`config.mk`:
```
export PLATFORM = sky130hd
export DESIGN_NAME = page_coherence_dir
export DESIGN_NICKNAME = d
export VERILOG_FILES = /design/src/rtl/pcd_pkg.sv /design/src/rtl/pcd_arbiter.sv /design/src/rtl/pcd_update.sv /design/src/rtl/page_coherence_dir.sv
export SDC_FILE = /design/constraint.sdc
export NUM_CORES = 1
export LEC_CHECK = 0
export ABC_CLOCK_PERIOD_IN_PS = 9500
export BUFFER_PORTS_ARGS = -buffer_cell sky130_fd_sc_hd__buf_2
export CORE_MARGIN = 3
export CORE_UTILIZATION = 60
export CTS_BUF_LIST = sky130_fd_sc_hd__clkbuf_4
export DETAILED_ROUTE_END_ITERATION = 10
export GPL_TIMING_DRIVEN = 0
export PLACE_DENSITY = 0.75
export SYNTH_ARGS = -nofsm -noshare
export SYNTH_HDL_FRONTEND = slang
export SYNTH_SLANG_ARGS = --single-unit
```
`constraint.sdc`:
```
create_clock -name clk -period 9.5 [get_ports clk]
set_input_delay 1.9 -clock clk [delete_from_list [all_inputs] [get_ports clk]]
set_output_delay 1.9 -clock clk [all_outputs]
set_load 0.005 [all_outputs]
```
`src/rtl/pcd_pkg.sv`:
```
package pcd_pkg;
  typedef enum logic [1:0] {
    PG_UNCACHED = 2'd0,
    PG_SHARED   = 2'd1,
    PG_DIRTY    = 2'd2,
    PG_WEAK     = 2'd3
  } pg_state_e;

  typedef enum logic [1:0] {
    OP_RD    = 2'd0,
    OP_WR    = 2'd1,
    OP_REL   = 2'd2,
    OP_UNMAP = 2'd3
  } pg_op_e;
endpackage

```
`src/rtl/pcd_arbiter.sv`:
```
module pcd_arbiter #(
  parameter int N   = 4,
  parameter int IW  = 2
) (
  input  logic         clk,
  input  logic         rst_n,
  input  logic [N-1:0] req,
  output logic [N-1:0] gnt
);
  logic [IW-1:0] last_q, last_d;

  always_comb begin
    gnt = '0;
    for (int k = 1; k <= N; k++) begin
      int idx;
      idx = int'(last_q) + k;
      if (idx >= N) idx = idx - N;
      if (gnt == '0 && req[idx]) gnt[idx] = 1'b1;
    end
  end

  always_comb begin
    last_d = last_q;
    for (int j = 0; j < N; j++) begin
      if (gnt[j]) last_d = IW'(j);
    end
  end

  always_ff @(posedge clk or negedge rst_n) begin
    if (!rst_n) last_q <= IW'(N - 1);
    else if (gnt != '0) last_q <= last_d;
  end

  assert_onehot_grant_R9: assert property (@(posedge clk) disable iff (!rst_n)
    $onehot0(gnt));
  assert_grant_requested_R9: assert property (@(posedge clk) disable iff (!rst_n)
    (gnt & ~req) == '0);
endmodule

```
`src/rtl/pcd_update.sv`:
```
module pcd_update import pcd_pkg::*; #(
  parameter int NPROC        = 4,
  parameter int PIW          = 2,
  parameter int CW           = 2,
  parameter int UNSAFE_AFTER = 2
) (
  input  logic [NPROC-1:0] map_i,
  input  logic [NPROC-1:0] wr_i,
  input  logic [NPROC-1:0] pend_i,
  input  pg_state_e        st_i,
  input  logic             unsafe_i,
  input  logic [CW-1:0]    cnt_i,
  input  logic [PIW-1:0]   proc_i,
  input  pg_op_e           op_i,
  input  logic             delay_i,
  output logic [NPROC-1:0] map_o,
  output logic [NPROC-1:0] wr_o,
  output logic [NPROC-1:0] pend_o,
  output pg_state_e        st_o,
  output logic             unsafe_o,
  output logic [CW-1:0]    cnt_o,
  output logic [NPROC-1:0] notice_o
);
  logic [NPROC-1:0] me;
  logic             to_weak;

  always_comb begin
    me          = '0;
    me[proc_i]  = 1'b1;
    map_o       = map_i;
    wr_o        = wr_i;
    pend_o      = pend_i;
    st_o        = st_i;
    unsafe_o    = unsafe_i;
    cnt_o       = cnt_i;
    notice_o    = '0;
    to_weak     = 1'b0;
    case (op_i)
      OP_RD: begin
        map_o = map_i | me;
        if (st_i == PG_UNCACHED) st_o = PG_SHARED;
        else if (st_i == PG_DIRTY && (wr_i & ~me) != '0) to_weak = 1'b1;
      end
      OP_WR: begin
        map_o = map_i | me;
        wr_o  = wr_i | me;
        if ((map_i & ~me) == '0) st_o = PG_DIRTY;
        else if (st_i == PG_WEAK) st_o = PG_WEAK;
        else if (delay_i && st_i == PG_SHARED) pend_o = pend_i | me;
        else to_weak = 1'b1;
      end
      OP_REL: begin
        if ((pend_i & me) != '0) begin
          pend_o = pend_i & ~me;
          if (st_i == PG_SHARED) begin
            if ((map_i & ~me) != '0) to_weak = 1'b1;
            else st_o = PG_DIRTY;
          end
        end
      end
      default: begin
        map_o  = map_i & ~me;
        wr_o   = wr_i & ~me;
        pend_o = pend_i & ~me;
        if (map_o == '0) begin
          st_o   = PG_UNCACHED;
          pend_o = '0;
        end else if (((map_o & (map_o - 1'b1)) == '0) && (map_o & wr_o) != '0) begin
          st_o   = PG_DIRTY;
          pend_o = '0;
        end else if (wr_o == '0) begin
          st_o   = PG_SHARED;
          pend_o = '0;
        end
      end
    endcase
    if (to_weak) begin
      st_o = PG_WEAK;
      if (cnt_i >= CW'(UNSAFE_AFTER)) unsafe_o = 1'b1;
      else cnt_o = cnt_i + 1'b1;
      if (!unsafe_o) notice_o = map_o & ~me;
    end
  end
endmodule

```
`src/rtl/page_coherence_dir.sv`:
```
module page_coherence_dir import pcd_pkg::*; #(
  parameter int NPROC        = 4,
  parameter int NPAGE        = 16,
  parameter int UNSAFE_AFTER = 2,
  parameter int PIW          = (NPROC > 1) ? $clog2(NPROC) : 1,
  parameter int PGW          = (NPAGE > 1) ? $clog2(NPAGE) : 1
) (
  input  logic                 clk,
  input  logic                 rst_n,
  input  logic                 delay_mode,
  input  logic [NPROC-1:0]     req_valid,
  output logic [NPROC-1:0]     req_ready,
  input  logic [NPROC*PGW-1:0] req_page,
  input  logic [NPROC*2-1:0]   req_op,
  output logic                 rsp_valid,
  output logic [PIW-1:0]       rsp_proc,
  output logic [PGW-1:0]       rsp_page,
  output logic [1:0]           rsp_state,
  output logic                 rsp_unsafe,
  output logic [NPROC-1:0]     rsp_notice
);
  localparam int CW = $clog2(UNSAFE_AFTER + 1);

  // directory storage
  logic [NPROC-1:0] dir_map  [NPAGE];
  logic [NPROC-1:0] dir_wr   [NPAGE];
  logic [NPROC-1:0] dir_pend [NPAGE];
  pg_state_e        dir_st   [NPAGE];
  logic             dir_uns  [NPAGE];
  logic [CW-1:0]    dir_cnt  [NPAGE];

  // accept stage
  logic [NPROC-1:0] blocked, eligible, gnt;
  logic             acc_valid;
  logic [PIW-1:0]   acc_proc;
  logic [PGW-1:0]   acc_page;
  pg_op_e           acc_op;

  logic             s1_valid;
  logic [PIW-1:0]   s1_proc;
  logic [PGW-1:0]   s1_page;
  pg_op_e           s1_op;

  logic             s2_valid;
  logic [PIW-1:0]   s2_proc;
  logic [PGW-1:0]   s2_page;
  pg_op_e           s2_op;
  logic [NPROC-1:0] s2_map, s2_wr, s2_pend;
  pg_state_e        s2_st;
  logic             s2_uns;
  logic [CW-1:0]    s2_cnt;

  logic [NPROC-1:0] upd_map, upd_wr, upd_pend, upd_notice;
  pg_state_e        upd_st;
  logic             upd_uns;
  logic [CW-1:0]    upd_cnt;

  // a port whose page was taken last cycle must wait: its entry read would be stale
  for (genvar g = 0; g < NPROC; g++) begin : g_hazard
    assign blocked[g] = s1_valid && (req_page[g*PGW +: PGW] == s1_page);
  end
  assign eligible = req_valid & ~blocked;

  pcd_arbiter #(.N(NPROC), .IW(PIW)) u_arb (
    .clk(clk), .rst_n(rst_n), .req(eligible), .gnt(gnt)
  );
  assign req_ready = gnt;
  assign acc_valid = |gnt;

  always_comb begin
    acc_proc = '0;
    acc_page = '0;
    acc_op   = OP_RD;
    for (int i = 0; i < NPROC; i++) begin
      if (gnt[i]) begin
        acc_proc = PIW'(i);
        acc_page = req_page[i*PGW +: PGW];
        acc_op   = pg_op_e'(req_op[i*2 +: 2]);
      end
    end
  end

  always_ff @(posedge clk or negedge rst_n) begin
    if (!rst_n) begin
      s1_valid <= 1'b0;
      s1_proc  <= '0;
      s1_page  <= '0;
      s1_op    <= OP_RD;
    end else begin
      s1_valid <= acc_valid;
      if (acc_valid) begin
        s1_proc <= acc_proc;
        s1_page <= acc_page;
        s1_op   <= acc_op;
      end
    end
  end

  // registered entry read
  always_ff @(posedge clk or negedge rst_n) begin
    if (!rst_n) begin
      s2_valid <= 1'b0;
      s2_proc  <= '0;
      s2_page  <= '0;
      s2_op    <= OP_RD;
      s2_map   <= '0;
      s2_wr    <= '0;
      s2_pend  <= '0;
      s2_st    <= PG_UNCACHED;
      s2_uns   <= 1'b0;
      s2_cnt   <= '0;
    end else begin
      s2_valid <= s1_valid;
      if (s1_valid) begin
        s2_proc <= s1_proc;
        s2_page <= s1_page;
        s2_op   <= s1_op;
        s2_map  <= dir_map[s1_page];
        s2_wr   <= dir_wr[s1_page];
        s2_pend <= dir_pend[s1_page];
        s2_st   <= dir_st[s1_page];
        s2_uns  <= dir_uns[s1_page];
        s2_cnt  <= dir_cnt[s1_page];
      end
    end
  end

  pcd_update #(.NPROC(NPROC), .PIW(PIW), .CW(CW), .UNSAFE_AFTER(UNSAFE_AFTER)) u_upd (
    .map_i(s2_map), .wr_i(s2_wr), .pend_i(s2_pend), .st_i(s2_st),
    .unsafe_i(s2_uns), .cnt_i(s2_cnt), .proc_i(s2_proc), .op_i(s2_op),
    .delay_i(delay_mode),
    .map_o(upd_map), .wr_o(upd_wr), .pend_o(upd_pend), .st_o(upd_st),
    .unsafe_o(upd_uns), .cnt_o(upd_cnt), .notice_o(upd_notice)
  );

  // write-back
  always_ff @(posedge clk or negedge rst_n) begin
    if (!rst_n) begin
      for (int p = 0; p < NPAGE; p++) begin
        dir_map[p]  <= '0;
        dir_wr[p]   <= '0;
        dir_pend[p] <= '0;
        dir_st[p]   <= PG_UNCACHED;
        dir_uns[p]  <= 1'b0;
        dir_cnt[p]  <= '0;
      end
    end else if (s2_valid) begin
      dir_map[s2_page]  <= upd_map;
      dir_wr[s2_page]   <= upd_wr;
      dir_pend[s2_page] <= upd_pend;
      dir_st[s2_page]   <= upd_st;
      dir_uns[s2_page]  <= upd_uns;
      dir_cnt[s2_page]  <= upd_cnt;
    end
  end

  always_ff @(posedge clk or negedge rst_n) begin
    if (!rst_n) begin
      rsp_valid  <= 1'b0;
      rsp_proc   <= '0;
      rsp_page   <= '0;
      rsp_state  <= 2'd0;
      rsp_unsafe <= 1'b0;
      rsp_notice <= '0;
    end else begin
      rsp_valid <= s2_valid;
      if (s2_valid) begin
        rsp_proc   <= s2_proc;
        rsp_page   <= s2_page;
        rsp_state  <= upd_st;
        rsp_unsafe <= upd_uns;
        rsp_notice <= upd_notice;
      end
    end
  end

  assert_no_stale_read_R10: assert property (@(posedge clk) disable iff (!rst_n)
    (acc_valid && s1_valid) |-> (acc_page != s1_page));
  assert_rsp_follows_R10: assert property (@(posedge clk) disable iff (!rst_n)
    s2_valid |=> rsp_valid);
  assert_no_spurious_rsp_R10: assert property (@(posedge clk) disable iff (!rst_n)
    !s2_valid |=> !rsp_valid);
  assert_unsafe_sticky_R5: assert property (@(posedge clk) disable iff (!rst_n)
    (s2_valid && s2_uns) |-> upd_uns);
  assert_unsafe_quiet_R5: assert property (@(posedge clk) disable iff (!rst_n)
    (rsp_valid && rsp_unsafe) |-> (rsp_notice == '0));
  assert_uncached_quiet_R8: assert property (@(posedge clk) disable iff (!rst_n)
    (rsp_valid && rsp_state == 2'd0) |-> (rsp_notice == '0));
endmodule

```
==> results.cfg, run 1 <==
[outcome]
run_status = completed

[floorplan]
fp-row-count = 57
initial_utilization_pct = 61.7
io_pins = 49
fp.dieH_um = 165
core_region_area_mm2 = 0.0245
die_x_um = 165
design.die.area_mm2 = 0.0272

[synthesis]
synth_compound_area_share_pct = 14.7
synth_adder_area_share_pct = 0.744
synth-edff-count = 0
yosys.area_share.simple_pct = 11.1
mappedNetlistArea_mm2 = 0.0151
yosys_most_used_dff = sky130_fd_sc_hd__dfrtp_1
synth_cell_types = 63
yosysWarnings = 0
syn-instance-count = 1410
synth.mux.area_fraction_pct = 15.5
portion_of_the_post_synthesis_area_used_by_sequential_elements_pct = 53.5
synth-xor-area-share_pct = 0.926
synth_nets = 1450
async_flop_share_pct = 100
dominant_combinational_cell_family_by_area_after_synthesis = multiplexers
syn_avg_cell_area_um2 = 10.7
ys_ff_latch = 323

[job]
maxCapViolCount = 0

[clock_tree]
worstSkewPairLatency_ps = 740
htreeDepth = 3
ctsRootBufferMaster = sky130_fd_sc_hd__clkbuf_4
cts_inserted_buffers = 82
postCtsResizedCells = 0
tritoncts = done
number_of_setup_buffers_added_after_cts = 0
clkSinkCount = 323
clkSlewWorstSetupHoldPaths_ps = 80
clock_path_buffers = 3
ctsHoldBuffers = 0

[cells_and_area]
seqCellArea_mm2 = 0.00809
drive_gt1_share_pct = 19.5
final_net_count = 1584
finish.instance_area_mm2 = 0.0169
num-fill-cells = 1913
area.growth.synth_to_final_pct = 11.6
multi_input_comb_area_mm2 = 0.00652

[routing]
final_antenna_net_count = 0
detail_route.wl_per_cell_um = 22.5
vias = 12000
firstDrtPassIters = 5
post-route-drc-count = 0
detail_routed_via_count_per_cell = 6.24
first_iter_violations = 1307
finalWirelength_mm = 43.2

[critical_path]
timing.critical_path.to_type = primary output
crit_path_max_fanout = 10
worstPathArrival_ps = 4390
start_kind = primary input
critical_path_class = in2out
worst-endpoint-required_ps = 7600

[power_and_ir_drop]
sequentialPowerShare_pct = 33.5
p_sw_share_pct = 43.6
share_clk_of_total_power_pct = 16.9
reported_net_switching_power_uw = 3080
internal-power_uw = 3990
total_leakage_power_uw = 0.00756
ir_worst_vdd_uv = 269
power_per_cell_area_mw_per_mm2 = 419
share_comb_of_total_power_pct = 49.6

[sta]
final.hold.worst_slack_ps = 370
worst-slew-pin-transition_ps = 1230
final-hold-violation-count = 0
final.setup.tns_ps = 0
skew_ps = 60.9
finalMaxSlewViolations = 0
setup-violations-final = 0
relative_slew_slack_pct = 17.9
achievable-frequency_ghz = 0.159
setup_repair_after_global_routing_missed_its_margin = no
minimum_clock_period_after_layout_ps = 6290
post-route-period-util_pct = 66.2

[grt]
grtUsageMet1_pct = 44.3
gr-usage-met3_pct = 9.63
grt_antenna_before_repair = 2
grt_pass1_vias = 12200
grt_overflow_total = 0
top_usage_layer = met2
gr-usage-met2_pct = 52.2
grt_max_degree = 121
grt_pass1_wl_mm = 68.4
grt.total_usage_pct = 33.5

[placement]
placed_cell_area_mm2 = 0.0158
port_buffers = 48
routabilityCongestion = 0.949
detailed_place_hpwl_mm = 31.1

[hold_path]
worstHoldPathType = reg2reg
cells in the mapped netlist, types with 2 or more instances:
library cell               instances  share of area, %
sky130_fd_sc_hd__a21o_1            9              0.45
sky130_fd_sc_hd__a21oi_1          31               1.0
sky130_fd_sc_hd__a221oi_2          2              0.20
sky130_fd_sc_hd__a22oi_1           5              0.25
sky130_fd_sc_hd__a311oi_1          4              0.23
sky130_fd_sc_hd__a31oi_1          13              0.54
sky130_fd_sc_hd__a32oi_1           2              0.12
sky130_fd_sc_hd__a41oi_1           5              0.29
sky130_fd_sc_hd__and3_1            7              0.29
sky130_fd_sc_hd__buf_1            10              0.25
sky130_fd_sc_hd__buf_2             5              0.17
sky130_fd_sc_hd__buf_4             3              0.15
sky130_fd_sc_hd__clkbuf_1         88               2.2
sky130_fd_sc_hd__dfrtp_1         321                53
sky130_fd_sc_hd__dfstp_2           2              0.35
sky130_fd_sc_hd__ha_1              9              0.74
sky130_fd_sc_hd__inv_1            24              0.60
sky130_fd_sc_hd__mux2_2           22               1.6
sky130_fd_sc_hd__mux2i_1          12              0.79
sky130_fd_sc_hd__mux4_2           88                13
sky130_fd_sc_hd__nand2_1         314               7.8
sky130_fd_sc_hd__nand2b_1          4              0.17
sky130_fd_sc_hd__nand3_1           8              0.26
sky130_fd_sc_hd__nand3_2           3              0.20
sky130_fd_sc_hd__nand4_1           2             0.083
sky130_fd_sc_hd__nor2_1           53               1.3
sky130_fd_sc_hd__nor2b_1           4              0.17
sky130_fd_sc_hd__nor3_1            9              0.30
sky130_fd_sc_hd__nor3b_1           2             0.099
sky130_fd_sc_hd__nor4_1            2             0.083
sky130_fd_sc_hd__o211ai_2          2              0.17
sky130_fd_sc_hd__o21a_1            4              0.20
sky130_fd_sc_hd__o21ai_0         280               9.3
sky130_fd_sc_hd__o21ai_1           3             0.099
sky130_fd_sc_hd__o221ai_1          2              0.12
sky130_fd_sc_hd__o22ai_1          13              0.54
sky130_fd_sc_hd__or3_1             2             0.083
sky130_fd_sc_hd__xnor2_1          16              0.93
power by group through the flow:
stage / combinational [uW] / clock, uW / sequential (uW)
2_1_floorplan: 2360 / 0 / 2260
4_1_cts: 3450 / 1210 / 2360
3_3_place_gp: 3330 / 0 / 2340
3_5_place_dp: 3440 / 0 / 2380
5_1_grt: 3800 / 1280 / 2440
6_report: 3510 / 1190 / 2370
critical path: stages:
cell and delay [ps]:
sky130_fd_sc_hd__buf_2 120, sky130_fd_sc_hd__xnor2_1 150, sky130_fd_sc_hd__nand3_1 140, sky130_fd_sc_hd__o2111ai_1 400
sky130_fd_sc_hd__nand4_1 330, sky130_fd_sc_hd__a21oi_2 380, sky130_fd_sc_hd__a221oi_2 140, sky130_fd_sc_hd__a41oi_1 350
sky130_fd_sc_hd__inv_1 130, sky130_fd_sc_hd__buf_2 200, sky130_fd_sc_hd__buf_2 140
layer usage:
| layer | part of all wire [%] | wire length [um] |
|---|---|---|
| met5 | 0.016 | 7 |
| met4 | 4.6 | 1980 |
| met3 | 9.2 | 3970 |
| met1 | 39 | 17000 |
| met2 | 47 | 20300 |
placed cells by master, fill, tap and decap left out, types with 7 or more instances in the layout:
| cell type | instances |
|---|---|
| sky130_fd_sc_hd__clkinv_1 | 12 |
| sky130_fd_sc_hd__a31oi_1 | 13 |
| sky130_fd_sc_hd__nand2_1 | 314 |
| sky130_fd_sc_hd__buf_2 | 52 |
| sky130_fd_sc_hd__and3_1 | 7 |
| sky130_fd_sc_hd__mux2_2 | 22 |
| sky130_fd_sc_hd__mux2i_1 | 12 |
| sky130_fd_sc_hd__xnor2_1 | 16 |
| sky130_fd_sc_hd__inv_1 | 24 |
| sky130_fd_sc_hd__nand3_1 | 8 |
| sky130_fd_sc_hd__dfrtp_1 | 321 |
| sky130_fd_sc_hd__a21o_1 | 9 |
| sky130_fd_sc_hd__buf_1 | 10 |
| sky130_fd_sc_hd__mux4_2 | 88 |
| sky130_fd_sc_hd__clkbuf_4 | 115 |
| sky130_fd_sc_hd__o22ai_1 | 13 |
| sky130_fd_sc_hd__a21oi_1 | 31 |
| sky130_fd_sc_hd__ha_1 | 9 |
| sky130_fd_sc_hd__o21ai_0 | 280 |
| sky130_fd_sc_hd__clkbuf_1 | 88 |
| sky130_fd_sc_hd__nor3_1 | 9 |
| sky130_fd_sc_hd__nor2_1 | 53 |
worst paths after layout:
check,start,endpoint,slack [ps],cells after the start
max,req_page[8],req_ready[1],3210,11
min,s1_valid,s2_valid,370,0
max reg2reg,s2_proc[0],dir_st[12],5260,10
min reg2reg,s1_valid,s2_valid,370,0
max in group asynchronous,rst_n,dir_st[12],7120,2
min in group asynchronous,rst_n,dir_map[62],1300,1
cell families (layout without fill, tap and decap cells):
family	Yosys count	after routing
other	0	1
multiplexers	122	122
flip-flops	323	323
XOR/XNOR	16	16
adder cells (fa/ha/maj)	9	9
AND/OR/NAND/NOR	414	414
AO/OA/AOI/OAI	392	392
buffers and inverters	134	317
state kept, by name (all words and copies together) (netlist names), 16 cells and up:
name	flops
dir_cnt	32
dir_wr	64
dir_pend	64
dir_uns	16
dir_map	64
dir_st	32
per-stage QoR:
| stage | total power, uW | worst slack (ps) | utilization, % | std cells |
|---|---|---|---|---|
| 3_3_place_gp | 5670 | 588 | 64.3 | 1782 |
| 2_1_floorplan | 4620 | 3880 | - | 1410 |
| 3_5_place_dp | 5810 | 3270 | 64.6 | 1784 |
| 4_1_cts | 7020 | 3270 | 68.8 | 1917 |
| 5_1_grt | 7520 | 2920 | 68.8 | 1918 |
| 6_report | 7070 | 3210 | 68.8 | 1918 |
area by class of cell:
class                           instances  share of cell area (%)
Sequential cell                       323                    47.9
Clock buffer                          115                    5.11
Tap cell                              324                    2.40
Timing Repair Buffer                   50                    1.81
Clock inverter                         18                   0.978
Inverter                               27                   0.615
Antenna cell                            1                  0.0148
Multi-Input combinational cell        953                    38.6
Buffer                                107                    2.53
Note: power is estimated with default switching activity, not from simulation.
==> run 2, diff against run 1 <==
Settings changed: ABC_CLOCK_PERIOD_IN_PS 9500 to 5100, CORE_UTILIZATION 60 to 58, PLACE_DENSITY 0.75 to 0.76.
Clock period 9.5 ns to 5.1 ns, I/O delays scaled along.
==> run 2 against run 1 <==
Effect of this change:
- sequential share of layout area decreased by 0.25 points
- flip-flop and latch count unchanged
- register-to-register slack got worse by 4200 ps
- first-iteration DRC count increased by 6.6%
- power increased by 88%
- final area increased by 0.53%
- routed wire length increased by 2.1%
- combinational power increased by 90%
- critical path depth unchanged
- sequential power increased by 86%
- hold slack got worse by 8.2 ps
- die area increased by 3.3%
- critical endpoint is now req_ready[2]
==> results.cfg, run 2 (synthesis results as in run 1) <==
[floorplan]
fp.dieH_um = 167
die_x_um = 167
design.die.area_mm2 = 0.0281
fp-row-count = 58
io_pins = 49
core_region_area_mm2 = 0.0254
initial_utilization_pct = 59.6

[routing]
detail_routed_via_count_per_cell = 6.31
final_antenna_net_count = 0
met2RoutedLength_mm = 20.7
wl_met1_mm = 16.8
vias = 12200
firstDrtPassIters = 5
top_layer = met4
detail_route.wl_per_cell_um = 22.8
finalWirelength_mm = 44.2
dr_wl_met3_mm = 4.43
first_iter_violations = 1393
post-route-drc-count = 0

[sta]
post-route-period-util_pct = 95.1
final.hold.worst_slack_ps = 362
finalMaxSlewViolations = 0
post_route_worst_setup_slack_ps = 249
skew_ps = 37.1
setup_repair_after_global_routing_missed_its_margin = no
final.setup.tns_ps = 0
minimum_clock_period_after_layout_ps = 4850
relative_slew_slack_pct = 11.1
worst-slew-pin-transition_ps = 1330
setup-violations-final = 0
achievable-frequency_ghz = 0.206
final-hold-violation-count = 0

[critical_path]
worstReg2RegEnd = dir_st[4]
timing.rr.start = s2_proc[0]
timing.critical_path.to_type = primary output
start_kind = flop
timing.critical_path.slowest_cell_delay_ps = 560
critPathLaunch = u_arb.last_q[0]
crit_path_top_delay_cell = sky130_fd_sc_hd__dfstp_2
critPathMostFrequentCell = sky130_fd_sc_hd__buf_2
critical_path.cell_chain = buf_2 > clkinvlp_4 > ha_4 > o2111ai_1 > and4_1 > buf_2 > o221ai_1 > o2111a_1 > a31oi_4 > inv_4 > buf_2
crit_path_max_fanout = 10
worst-endpoint-required_ps = 4080
worstPathArrival_ps = 3830
r2r_slack_ps = 1020
r2r.worst_path.cells = 10
critical_path_class = reg2out

[cells_and_area]
final_non_filler_cell_total = 1936
final_net_count = 1592
final_cell_mix = sky130_fd_sc_hd__dfrtp_1 (321), sky130_fd_sc_hd__nand2_1 (314), sky130_fd_sc_hd__o21ai_0 (280)
largest_regs = dir_map (64), dir_pend (64), dir_wr (64)
drive_gt1_share_pct = 20.1
finish.instance_area_mm2 = 0.0170
leading_cell_type_in_the_layout_fill_and_taps_excluded = sky130_fd_sc_hd__dfrtp_1
area.growth.synth_to_final_pct = 12.2

[clock_tree]
ctsRootBufferMaster = sky130_fd_sc_hd__clkbuf_4
htreeDepth = 3
cts_inserted_buffers = 83
clkSinkCount = 323
ctsHoldBuffers = 0
worstSkewPairLatency_ps = 720
clkSlewWorstSetupHoldPaths_ps = 60
clock_path_buffers = 3
tritoncts = done

[placement]
dp_cells = 1791
detailed_place_hpwl_mm = 31.0
placed_cell_area_mm2 = 0.0159
port_buffers = 48
routabilityCongestion = 0.975
post-place-ws_ps = 537

[grt]
grt_antenna_before_repair = 2
grt_pass1_vias = 12600
grt_overflow_total = 0
grt_max_degree = 126
grt_pass1_wl_mm = 70.1
grt.total_usage_pct = 32.4

[power_and_ir_drop]
ir_worst_vdd_uv = 404
power_per_cell_area_mw_per_mm2 = 782
total_leakage_power_uw = 0.00759

[outcome]
run_status = completed

[job]
maxCapViolCount = 0

[hold_path]
worstHoldPathType = in2async
run 2: per-layer routing:
| layer | GRT usage, % | up-vias |
|---|---|---|
| li1 | - | 5345 |
| met1 | 42.3 | 6058 |
| met2 | 51.1 | 666 |
| met3 | 8.71 | 147 |
| met4 | 15.4 | 0 |
| met5 | 0 | - |
run 2: what timing repair did:
action / CTS / global route
hold endpoints to repair: 0 / 0
resized for setup: 2 / 6
buffers inserted: 0 / 6
pin swaps: 0 / 1
setup endpoints to repair: 1 / 3
run 2: final cells by class:
type / instances / area, um2
Sequential cell: 323 / 8090
Multi-Input combinational cell: 953 / 6560
Inverter: 27 / 108
Fill cell: 1969 / 8430
Timing Repair Buffer: 57 / 358
Antenna cell: 2 / 5.00
Clock buffer: 115 / 863
Buffer: 107 / 427
Tap cell: 330 / 413
Clock inverter: 22 / 148
run 2: critical path: cells and delay by family (launching register included):
kind	cells	cell delay, ps
compound gates	4	1040
buf+inv	5	870
simple gates	1	300
flops	1	560
fa+ha+maj	1	340
run 2: where the power goes:
part / leakage (uW) / internal (uW) / total (uW) / switching (uW)
clock network: 0.000594 / 1140 / 2190 / 1050
logic: 0.00292 / 2570 / 6670 / 4100
registers: 0.00407 / 3750 / 4420 / 666
run 2: worst max path at each step:
stage	to	depth (start not counted)
6_report	req_ready[2]	11
5_1_grt	req_ready[1]	13
4_1_cts	req_ready[1]	10
3_5_place_dp	req_ready[1]	11
3_3_place_gp	dir_cnt[1]	1
2_1_floorplan	req_ready[1]	10
run 2: per-stage QoR:
step / utilization [%] / total power [uW]
detailed placement: 62.4 / 10800
global placement: 62.1 / 10600
CTS: 66.4 / 13100
global route: 66.8 / 14100
floorplan: - / 8610
finish: 66.8 / 13300
==> run 3, diff against run 2 <==
Settings changed: CORE_ASPECT_RATIO set to 0.9.
==> run 3 against run 2 <==
Effect of this change:
- sequential share of layout area is 0.37 points lower
- cell count is 0.77% higher
- utilization is 0.54 points higher
- routed wire length hardly changed
- global-route usage is 0.17 points lower
- maximum frequency is 3.8% lower
- via count is 0.61% higher
- final area is 0.79% higher
- clock skew is 25 ps higher
- first-iteration DRC count is 12% higher
- critical path type unchanged
- largest cell class unchanged
- largest power group unchanged
==> results.cfg, run 3 (synthesis results as in run 1) <==
[grt]
grt.total_usage_pct = 32.2
grt_pass1_vias = 12300
grt_antenna_before_repair = 1
grt_overflow_total = 0
grt_pass1_wl_mm = 69.1
grt_max_degree = 109

[power_and_ir_drop]
total_leakage_power_uw = 0.00764
power_per_cell_area_mw_per_mm2 = 776
ir_worst_vdd_uv = 409

[outcome]
run_status = completed

[cells_and_area]
area.growth.synth_to_final_pct = 13.1
seqCellArea_mm2 = 0.00809
drive_gt1_share_pct = 20.6
final_cell_mix = sky130_fd_sc_hd__dfrtp_1 (321), sky130_fd_sc_hd__nand2_1 (314), sky130_fd_sc_hd__o21ai_0 (280)
leading_cell_type_in_the_layout_fill_and_taps_excluded = sky130_fd_sc_hd__dfrtp_1
final_net_count = 1592
multi_input_comb_area_mm2 = 0.00659
num-fill-cells = 1951
largest_regs = dir_map (64), dir_pend (64), dir_wr (64)

[floorplan]
design.die.area_mm2 = 0.0281
die_x_um = 176
io_pins = 49
fp.dieH_um = 159
core_region_area_mm2 = 0.0254
initial_utilization_pct = 59.6
fp-row-count = 55

[routing]
first_iter_violations = 1561
detail_routed_via_count_per_cell = 6.30
firstDrtPassIters = 5
vias = 12300
post-route-drc-count = 0
detail_route.wl_per_cell_um = 22.6
final_antenna_net_count = 0
finalWirelength_mm = 44.2

[critical_path]
crit_path_max_fanout = 10
timing.rr.start = s2_proc[0]
worst-endpoint-required_ps = 4080
critical_path_class = reg2out
worstPathArrival_ps = 4020
crit_path_top_delay_cell = sky130_fd_sc_hd__dfstp_2
worstReg2RegEnd = dir_st[16]
timing.critical_path.to_type = primary output
critPathMostFrequentCell = sky130_fd_sc_hd__buf_2
r2r.worst_path.cells = 10
critical_path.cell_chain = buf_2 > clkinvlp_4 > ha_4 > nor2_1 > o211ai_2 > and4_1 > buf_2 > o221ai_1 > o2111a_1 > a31oi_4 > inv_4 > buf_2
start_kind = flop
r2r_slack_ps = 800
timing.critical_path.slowest_cell_delay_ps = 570

[sta]
skew_ps = 62.2
final.hold.worst_slack_ps = 174
final.setup.tns_ps = 0
achievable-frequency_ghz = 0.198
relative_slew_slack_pct = 10.7
final-hold-violation-count = 0
post-route-period-util_pct = 98.9
worst-slew-pin-transition_ps = 1340
finalMaxSlewViolations = 0
setup-violations-final = 0
minimum_clock_period_after_layout_ps = 5040

[clock_tree]
ctsRootBufferMaster = sky130_fd_sc_hd__clkbuf_4
worstSkewPairLatency_ps = 770
clkSinkCount = 323
htreeDepth = 3
cts_inserted_buffers = 84
clock_path_buffers = 3
clkSlewWorstSetupHoldPaths_ps = 70
tritoncts = done

[job]
maxCapViolCount = 0

[placement]
detailed_place_hpwl_mm = 30.4
port_buffers = 48
routabilityCongestion = 0.947

[hold_path]
worstHoldPathType = in2async
-- run 3: cell types whose count changed in the layout (fill, tap and decap cells not counted), moves of 2 or more --
cell | before | now
sky130_fd_sc_hd__buf_4 | 10 | 7
sky130_fd_sc_hd__clkinv_4 | 0 | 2
sky130_fd_sc_hd__clkinv_1 | 16 | 14
sky130_fd_sc_hd__clkbuf_4 | 115 | 121
sky130_fd_sc_hd__inv_2 | 3 | 1
sky130_fd_sc_hd__clkinv_2 | 0 | 2
sky130_fd_sc_hd__clkinvlp_4 | 3 | 1
-- run 3: power breakdown --
part	internal (uW)	switching, uW
registers	3750	655
clock network	1240	1080
logic	2560	3990
-- run 3: worst max path at each step --
stage / endpoint / from
2_1_floorplan: req_ready[1] / req_page[11]
3_3_place_gp: dir_wr[39] / rst_n
3_5_place_dp: req_ready[1] / req_page[9]
4_1_cts: req_ready[1] / u_arb.last_q[0]
5_1_grt: req_ready[2] / u_arb.last_q[0]
6_report: req_ready[2] / u_arb.last_q[0]
-- run 3: what timing repair did --
action / in CTS / in global routing
endpoints found under the setup margin: 1 / 3
cloned: 0 / 0
hold buffers: 0 / 0
setup buffers: 0 / 4
pin swaps: 0 / 3
gates resized for setup: 3 / 9
-- run 3: metrics by stage --
step / utilization (%) / area, um2 / total power (uW) / std cells / setup WS [ps]
final: 67.4 / 17100 / 13300 / 1951 / 57.6
after global routing: 67.4 / 17100 / 14100 / 1951 / -64.4
after CTS: 66.9 / 17000 / 13000 / 1945 / 55.9
after detailed placement: 62.6 / 15900 / 10700 / 1803 / 565
after global placement: 62.2 / 15800 / 10400 / 1800 / -3030
after floorplan: - / 15100 / 8610 / 1410 / 1240
-- run 3: cell type report --
class / instances / share of cell area [%]
flip-flops and latches: 323 / 47.3
multi-input cells: 953 / 38.5
clock buffers: 120 / 5.27
plain buffers: 107 / 2.51
well taps: 342 / 2.50
repair buffers: 56 / 2.21
clock inverters: 22 / 1.08
inverters: 27 / 0.629
diodes: 1 / 0.0146
-- run 3: critical path, delay by kind of cell (launching register included) --
| family | cells | cell delay [ps] |
|---|---|---|
| flops | 1 | 570 |
| buf+inv | 5 | 870 |
| simple gates | 2 | 440 |
| fa+ha+maj | 1 | 310 |
| compound gates | 4 | 1110 |
-- run 3: routing by layer --
metal  global-route usage, %  part of all wire, %
met2                    48.0                   46
met4                    14.1                  4.3
met1                    44.4                   39
met3                    9.63                   11
met5                       0                    0
